**src/rtl/rx_word_fmt.sv**
```systemverilog
module rx_word_fmt #(
  parameter int DW    = 10,
  parameter int RATIO = 4
) (
  input  logic          clk,
  input  logic          rst_n,
  input  logic          ddr_sel,
  input  logic          clk_mode_sel,
  input  logic          realign,
  input  logic [DW-1:0] din,
  output logic          word_ld,
  output logic          rbc0,
  output logic          rbc1,
  output logic [DW-1:0] rd
);
  localparam int PW   = (RATIO > 1) ? $clog2(RATIO) : 1;
  localparam int HALF = RATIO / 2;
  localparam int QTR  = RATIO / 4;
  localparam int HW   = DW / 2;

  logic [PW-1:0] phase, phase_n, hold;
  logic          odd, odd_n;
  logic [DW-1:0] word, word_n;

  wire advance = (hold == '0) && !realign;
  wire wrap    = (phase == PW'(RATIO - 1));

  assign word_ld = advance && wrap;

  always_comb begin
    phase_n = phase;
    odd_n   = odd;
    word_n  = word;
    if (advance) begin
      phase_n = wrap ? '0 : phase + 1'b1;
      if (wrap) begin
        odd_n  = ~odd;
        word_n = din;
      end
    end
  end

  wire lo_half  = (phase_n < PW'(HALF));
  wire half_clk = odd_n ? lo_half : !lo_half;
  wire ddr_clk  = (phase_n >= PW'(QTR)) && (phase_n < PW'(QTR + HALF));
  wire half_md  = !ddr_sel && !clk_mode_sel;

  wire          rbc0_n = ddr_sel ? ddr_clk : (clk_mode_sel ? !lo_half : !half_clk);
  wire          rbc1_n = half_md && half_clk;
  wire [DW-1:0] rd_n   = ddr_sel
                       ? {{(DW-HW){1'b0}}, (lo_half ? word_n[HW-1:0] : word_n[DW-1:HW])}
                       : word_n;

  always_ff @(posedge clk or negedge rst_n) begin
    if (!rst_n) begin
      phase <= '0;
      odd   <= 1'b1;
      word  <= '0;
      hold  <= '0;
      rbc0  <= 1'b0;
      rbc1  <= 1'b0;
      rd    <= '0;
    end else begin
      phase <= phase_n;
      odd   <= odd_n;
      word  <= word_n;
      if (hold != '0)  hold <= hold - 1'b1;
      else if (realign) hold <= PW'(RATIO - 1);
      rbc0  <= rbc0_n;
      rbc1  <= rbc1_n;
      rd    <= rd_n;
    end
  end
endmodule

```
**config.mk**
```make
export PLATFORM = sky130hd
export DESIGN_NAME = rx_word_fmt
export DESIGN_NICKNAME = d
export VERILOG_FILES = /design/src/rtl/rx_word_fmt.sv
export SDC_FILE = /design/constraint.sdc
export NUM_CORES = 1
export LEC_CHECK = 0
export BUFFER_PORTS_ARGS = -buffer_cell sky130_fd_sc_hd__buf_4
export CAP_MARGIN = 40
export CORE_MARGIN = 4
export CORE_UTILIZATION = 36
export DETAILED_ROUTE_END_ITERATION = 10
export PLACE_DENSITY = 0.57
export SLEW_MARGIN = 25
export SYNTH_ARGS = -nofsm -noshare
export SYNTH_HDL_FRONTEND = slang
export SYNTH_SLANG_ARGS = --single-unit
```
**constraint.sdc**
```tcl
create_clock -name clk -period 3.1 [get_ports clk]
set_clock_uncertainty 0.05 [all_clocks]
set_input_delay 0.155 -clock clk [delete_from_list [all_inputs] [get_ports clk]]
set_output_delay 0.155 -clock clk [all_outputs]
set_load 0.01 [all_outputs]
```
Word-level counts from Yosys, hierarchy flattened. Cells that the tools add are included. W data, S select, Z words.

Register bits: 27. Output and inout bits: 13. Logic and storage cells: 40.

Bitwise operators: 1. Eq/ne operators: 1. $lt $le $gt $ge: 3. Reduce and logical (&&, ||, !) cells: 13. Add/subtract/negate cells: 2. Mux-type cells: 13.

Operators with widths (number): $mux W10 (3); $mux W2 (4); $logic_and A1 B1 Y1 (5); $logic_not A1 Y1 (5); $mux W1 (5); $mux W5 (1); $lt A2 B2 Y1 const B (2); $reduce_bool A2 Y1 (2); $add A2 B1 Y2 const B (1); $eq A2 B2 Y1 const B (1); $ge A2 B1 Y1 const B (1); $logic_not A2 Y1 (1); $sub A2 B1 Y2 const B (1); $not A1 Y1 (1).

Logic depth before layout (Yosys ltp). Gate-level depths: netlist of the first run.

Depth in word-level cells: 9. Gate-level depth with buffers: 7. Depth with buffers taken out: 6.

Worst setup path before layout of the first run. OpenSTA, ideal clock, no wires.

Path type: register -> register. Start point: register hold[0]. End point: register rd[3]. Path slack: 1284 ps. Cell stages (with the launch flop): 7. Setup time: 138 ps. Period minus slack after synthesis: 1816 ps. Arrival time: 1628 ps. Path through: dfrtp_1 > inv_1 > ha_1 > nand2b_2 > mux2_4 > nand2_4 > mux4_2.

Word-level cells in the longest chain between the ends: 6.

RTL lines: from (decl) (line 21) `logic [PW-1:0] phase, phase_n, hold;`; from (signal assigned) (line 67) `if (hold != '0) hold <= hold - 1'b1;`; from (signal assigned) (line 68) `else if (realign) hold <= PW'(RATIO - 1);`; $logic_not A2 Y1 (line 25) `wire advance = (hold == '0) && !realign;`; $logic_and A1 B1 Y1 (line 25); $mux W2 (line 34) `if (advance) begin`; via phase_n[1] (line 21); $lt A2 B2 Y1 (line 43) `wire lo_half = (phase_n < PW'(HALF));`; $mux W5 (line 51) `? {{(DW-HW){1'b0}}, (lo_half ? word_n[HW-1:0] : word_n[DW-1:HW])}`; $mux W10 (line 51); via rd_n[3] (line 50) `wire [DW-1:0] rd_n = ddr_sel`; to (signal assigned) (line 71) `rd <= rd_n;`; to (decl) (line 14) `output logic [DW-1:0] rd`.

The timed path passes the listed nets, and every way through them passes these cells. A chain may end at the register's enable or synchronous reset.

Worst setup path in the final report of the first run.
Start point: register hold[0]. End point: register rd[1].

Word-level cells in the longest chain between the ends: 6.

RTL lines (line): $logic_not A2 Y1 (*) (25); $logic_and A1 B1 Y1 (*) (25); $mux W2 (34); $lt A2 B2 Y1 (43); $mux W5 (51); $mux W10 (*) (51); via rd_n[1] (50).

The timed path passes the listed nets; every way through them passes the cells marked *.

==> results.sh, run 1 <==
export IMPL_status="finished clean"
export IMPL_cts_htree_levels=1
export IMPL_finalMaxSlewViolations=0
export IMPL_fin_setup_tns_ns=0
export IMPL_first_iter_violations=20
export IMPL_p_clk_share_pct=12.4
export IMPL_yosysTopAreaCell="dfrtp_1"
export IMPL_syn_to_final_growth_pct=26.29
export IMPL_fin_crit_ns=2.003
export IMPL_cp_endpoint="rd[1]$_DFF_PN0_"
export IMPL_start_util_pct=39.04
export IMPL_grt_pass1_wl_mm=3.201
export IMPL_numCtsBuffers=3
export IMPL_final_setup_worst_slack_ns=1.097
export IMPL_r2r_cells=5
export IMPL_rsz0062_at_grt="false"
export IMPL_syn_inst=78
export IMPL_first_pass_iters=3
export IMPL_dieHeight_um=63.62
export IMPL_syn_nets=96
export IMPL_setup_viol=0
export IMPL_yosys_most_used_dff="dfrtp_1"
export IMPL_synth_edf_count=0
export IMPL_reg2reg_slack_ns=1.10
export IMPL_wl_mm=1.945
export IMPL_leakage_nw=0.7410
export IMPL_grt_overflow=0
export IMPL_drc=0
export IMPL_finalCritPeriodShare_pct=64.62
export IMPL_internal_power_mw=0.8258
export IMPL_endpoint_kind="register"
export IMPL_yosys_top_cells_count="dfrtp_1, mux2_2, nor2_1"
export IMPL_maxCapViolations=0
export IMPL_clockRootBuffer="clkbuf_4"
export IMPL_netlist_area_leader_share_pct=58.43
export IMPL_tightest_slew_ns=0.5190
export IMPL_required_ns=3.25
export IMPL_vdd_ir_drop_max_mv=0.3914
export IMPL_whs_ns=0.01970
export IMPL_fmax_ghz=0.4992
export IMPL_dr_total_vias=669
export IMPL_pwr_density_cell_nw_per_um2=847.2
export IMPL_critPathLaunchType="register"
export IMPL_switching_share_pct=30.69
export IMPL_n_antenna_cell=0
export IMPL_antenna_found_initial=0
export IMPL_gp_congestion=0.6324
export IMPL_postRouteAntennaNets=0
export IMPL_p_total_mw=1.192
export IMPL_ys_warn_count=0
export IMPL_fin_util_pct=49.30
export IMPL_clock_path_buffers=2
export IMPL_pre_cts_ws_ns=1.084
export IMPL_grt_pass1_vias=701
export IMPL_fp_dieArea_um2=4047
export IMPL_min_from="din[3]"
export IMPL_synth_area_leaders="dfrtp_1, mux2_2, ha_1, mux2i_1, dfstp_2"
export IMPL_grtUsageTotal_pct=10.64
export IMPL_pwr_share_seq_pct=47.2
export IMPL_ys_ff_latch=27
export IMPL_dp_hpwl_mm=1.408
export IMPL_crit_type="register to register"
export IMPL_synth_area_per_cell_um2=14.28
export IMPL_ios=28
export IMPL_layout_nets=130
export IMPL_postCtsSetupBuffers=0
export IMPL_clk_latency_ns=0.31
export IMPL_hp_class="input pin to register"
export IMPL_ys_seq_area_share_pct=60.79
export IMPL_relSlewSlack_pct=65.30
export IMPL_grt_max_degree=28
export IMPL_rr_endpoint="rd[1]$_DFF_PN0_"
export IMPL_core_area_um2=2853
export IMPL_cp_arrival_ns=2.15
export IMPL_r2r_start="hold[0]$_DFFE_PN0P_"
export IMPL_vias_per_cell=4.711
export IMPL_combPwrFrac_pct=40.3
export IMPL_wire_per_inst_um=13.70
export IMPL_synth_cell_types=23
export IMPL_portBuffers=27
export IMPL_cts_tree="built"
export IMPL_rows=19
export IMPL_cts_clk_slew_worst_paths_ns=0.14
export IMPL_switchingPower_mw=0.3657
export IMPL_syn_cell_area_um2=1114
export IMPL_synth_most_common_cell="dfrtp_1"
export IMPL_fp_dieW_um=63.62
export IMPL_numClockSinks=27
export IMPL_final_layout_size_suffix_gt1_share_pct=43.24
export IMPL_startpoint="hold[0]$_DFFE_PN0P_"
export IMPL_async_reset_ff_share_pct=100.0
export IMPL_hold_viol=0
export IMPL_cp_max_fo=9
[repair_timing]
item,CTS,global route
gates resized for setup,0,0
setup endpoints to repair,0,0
hold buffers,3,1
hold endpoints to repair,29,1
[power groups by stage]
stage	Clock, mW	Sequential (mW)	Combinational, mW
final	0.148	0.563	0.481
after global routing	0.174	0.582	0.539
after CTS	0.156	0.565	0.493
after detailed placement	0	0.574	0.489
after global placement	0	0.569	0.482
after floorplan	0	0.593	0.298
[critical path, cell delays in order (launching register included)]
cell and delay, ns:
dfrtp_1 0.39, inv_1 0.08, ha_1 0.22, nand3b_1 0.39, inv_2 0.19, mux4_1 0.56
[cell families after synthesis]
kind of cell | Yosys count | synth area share [%]
AND/OR/NAND/NOR | 17 | 8.088
multiplexers | 17 | 19.55
AO/OA/AOI/OAI | 3 | 1.798
flip-flops | 27 | 60.79
XOR/XNOR | 3 | 3.034
buffers and inverters | 8 | 3.370
adder cells (fa/ha/maj) | 3 | 3.371
[worst min path at each step]
stage	slack (ns)	endpoint	cells past startpoint
after detailed placement	0.04	rd[8]$_DFF_PN0_	1
after global routing	0.00005	word[0]$_DFF_PN0_	2
after global placement	0.04	rd[8]$_DFF_PN0_	1
final	0.02	word[3]$_DFF_PN0_	2
after CTS	0.01	word[3]$_DFF_PN0_	2
after floorplan	-0.19	hold[0]$_DFFE_PN0P_	0
[metal layers]
layer  part of all wire [%]  GRT usage (%)  vias up
li1                       -              -      322
met5                      0              0        -
met4                   0.93          5.660        0
met2                     50          16.17       15
met1                     44          13.74      330
met3                    5.1          2.842        2
[metrics by stage]
step / cell area [µm²] / std cells
2_1_floorplan: 1114 / 78
4_1_cts: 1396 / 141
5_1_grt: 1406 / 142
3_3_place_gp: 1340 / 134
6_report: 1406 / 142
3_5_place_dp: 1340 / 134
[area by class of cell]
type | count | area, µm²
fillers | 282 | 1446
flip-flops and latches | 27 | 676.9
multi-input cells | 43 | 399.1
repair buffers | 31 | 242.7
inverters | 6 | 22.52
well taps | 31 | 38.79
clock buffers | 4 | 26.28
[state kept, by name, summed over array words and instances, names as in the netlist]
register / flops
rd: 10
word: 10
hold: 2
phase: 2
odd: 1
rbc0: 1
rbc1: 1
[layout by cell type (no fill, tap or decap), drive strengths merged]
master,n
mux2,12
nand2b,1
a21oi,1
nor2,6
mux4,2
ha,3
nor3,1
inv,6
dlygate4sd3,4
clkbuf,4
nand2,5
nand3b,2
buf,27
xnor2,3
o21a,1
nor2b,2
dfrtp,26
mux2i,3
a22oi,1
dfstp,1
Power figures use the tool's default switching activity.
==> run 2, diff against run 1 <==
==> constraint.sdc (replaced) <==
create_clock -name clk -period 1.9 [get_ports clk]
set_clock_uncertainty 0.05 [all_clocks]
set_input_delay 0.095 -clock clk [delete_from_list [all_inputs] [get_ports clk]]
set_output_delay 0.095 -clock clk [all_outputs]
set_load 0.01 [all_outputs]
==> run 2 against run 1 <==
Core utilization up 4.6 points; critical path depth rose by 1; largest power group unchanged; cell count grew 9.9%; routed wire length rose by 8.9%; hold slack improved by 0.12 ns; highest routed layer unchanged.
==> results.sh, run 2 (synthesized netlist as in run 1, its figures left out) <==
export IMPL_combPwrFrac_pct=42.4
export IMPL_drc=0
export IMPL_cts_clk_slew_worst_paths_ns=0.14
export IMPL_crit_chain="inv_1 > ha_2 > nand2b_2 > mux2_4 > nand2_4 > mux4_2"
export IMPL_gp_congestion=0.6960
export IMPL_wire_per_inst_um=13.58
export IMPL_switching_share_pct=30.65
export IMPL_min_path_cells=4
export IMPL_tightest_slew_ns=0.3642
export IMPL_rows=19
export IMPL_vias_per_cell=4.596
export IMPL_r2r_cells=6
export IMPL_dieHeight_um=63.62
export IMPL_startpoint="hold[0]$_DFFE_PN0P_"
export IMPL_grt_overflow=0
export IMPL_pwr_density_cell_nw_per_um2=1315
export IMPL_pre_cts_ws_ns=0.04074
export IMPL_reg_top3="rd (10), word (10)"
export IMPL_relSlewSlack_pct=75.64
export IMPL_crit_type="register to register"
export IMPL_status="finished clean"
export IMPL_finalMaxSlewViolations=0
export IMPL_grtUsageTotal_pct=11.40
export IMPL_maxCapViolations=0
export IMPL_r2r_start="hold[0]$_DFFE_PN0P_"
export IMPL_cp_endpoint="rd[3]$_DFF_PN0_"
export IMPL_cp_num_buf_inv=1
export IMPL_finalCritPeriodShare_pct=95.53
export IMPL_whs_ns=0.1393
export IMPL_required_ns=2.06
export IMPL_most_common_layout_cells="buf_4, dfrtp_1, dlygate4sd3_1"
export IMPL_clock_path_buffers=2
export IMPL_vdd_ir_drop_max_mv=0.6234
export IMPL_ios=28
export IMPL_internal_power_mw=1.401
export IMPL_first_iter_violations=5
export IMPL_cp_depth=6
export IMPL_cp_arrival_ns=1.97
export IMPL_seqCellArea_um2=676.9
export IMPL_multiInputGateArea_um2=401.6
export IMPL_cts_htree_levels=1
export IMPL_hp_class="input pin to register"
export IMPL_setup_viol=0
export IMPL_final_common_cell="buf_4"
export IMPL_cpMaxStageDelayCell="mux4_2"
export IMPL_final_layout_size_suffix_gt1_share_pct=43.20
export IMPL_fin_setup_tns_ns=0
export IMPL_fin_util_pct=53.86
export IMPL_core_area_um2=2853
export IMPL_rr_endpoint="rd[3]$_DFF_PN0_"
export IMPL_numClockSinks=27
export IMPL_portBuffers=27
export IMPL_p_clk_share_pct=12.1
export IMPL_cp_top_family="multiplexers"
export IMPL_start_util_pct=39.04
export IMPL_hold_viol=0
export IMPL_switchingPower_mw=0.6193
export IMPL_n_antenna_cell=0
export IMPL_leakage_nw=0.7988
export IMPL_postRouteAntennaNets=0
export IMPL_antenna_found_initial=0
export IMPL_pwr_share_seq_pct=45.4
export IMPL_endpoint_kind="register"
export IMPL_numCtsBuffers=3
export IMPL_grt_pass1_vias=805
export IMPL_wl_mm=2.119
export IMPL_final_setup_worst_slack_ns=0.08499
export IMPL_cpPeakStageDelay_ns=0.49
export IMPL_dp_hpwl_mm=1.527
export IMPL_clk_latency_ns=0.31
export IMPL_fp_dieArea_um2=4047
export IMPL_dr_total_vias=717
export IMPL_fillCellCount=261
export IMPL_grt_pass1_wl_mm=3.553
export IMPL_fin_crit_ns=1.815
export IMPL_clockRootBuffer="clkbuf_4"
export IMPL_rsz0062_at_grt="false"
export IMPL_critPathLaunchType="register"
export IMPL_grt_max_degree=28
export IMPL_first_pass_iters=2
export IMPL_fp_dieW_um=63.62
export IMPL_cp_max_fo=4
export IMPL_syn_to_final_growth_pct=37.98
export IMPL_cts_tree="built"
export IMPL_layout_nets=144
export IMPL_reg2reg_slack_ns=0.08
export IMPL_fmax_ghz=0.5510
## run 2: cell types whose count changed in the layout (fill, tap and decap cells not counted), sizes merged
cell,change
buf,+5
dlygate4sd3,+9
## run 2: metal layers
metal	global-route usage, %	routed length [µm]	share of wire, %	vias to the layer above
met5	0	0	0	-
met4	5.660	17	0.80	0
met3	2.131	85	4.0	2
met2	19.69	1103	52	15
met1	13.43	912	43	344
li1	-	-	-	356
## run 2: cell type report
cell class,instances,area share [%]
Inverter,6,1.466
Sequential cell,27,44.06
Timing Repair Buffer,45,24.10
Clock buffer,4,1.710
Multi-Input combinational cell,43,26.14
Tap cell,31,2.524
## run 2: power groups by stage
| stage | sequential, mW | combinational [mW] | clock [mW] |
|---|---|---|---|
| floorplan | 0.967 | 0.486 | 0 |
| global placement | 0.930 | 0.812 | 0 |
| detailed placement | 0.936 | 0.829 | 0 |
| CTS | 0.920 | 0.852 | 0.259 |
| global route | 0.949 | 0.958 | 0.289 |
| finish | 0.918 | 0.857 | 0.245 |
## run 2: worst register-to-register path, delay by kind of cell (launching register included)
| kind | cells | cell delay [ns] |
|---|---|---|
| buffers and inverters | 1 | 0.08 |
| flip-flops | 1 | 0.38 |
| multiplexers | 2 | 0.82 |
| AND/OR/NAND/NOR | 2 | 0.17 |
| adder cells (fa/ha/maj) | 1 | 0.21 |
## run 2: timing repair
item / CTS / global route
endpoints found under the hold margin: 43 / 0
resized for setup: 0 / 1
setup buffers: 0 / 1
hold buffers: 13 / 0
endpoints found under the setup margin: 0 / 2
## run 2: worst min-delay path by stage
stage	from	end
6_report	realign	hold[1]$_DFFE_PN0P_
5_1_grt	realign	phase[1]$_DFF_PN0_
4_1_cts	realign	hold[1]$_DFFE_PN0P_
3_5_place_dp	rst_n	rd[8]$_DFF_PN0_
3_3_place_gp	rst_n	rd[8]$_DFF_PN0_
2_1_floorplan	rst_n	hold[0]$_DFFE_PN0P_
## run 2: metrics by stage
step | power (mW) | std cells | cell area, µm²
after floorplan | 1.453 | 78 | 1114
after global placement | 1.742 | 138 | 1370
after detailed placement | 1.764 | 138 | 1370
after CTS | 2.031 | 155 | 1526
after global routing | 2.195 | 156 | 1536
final | 2.020 | 156 | 1536
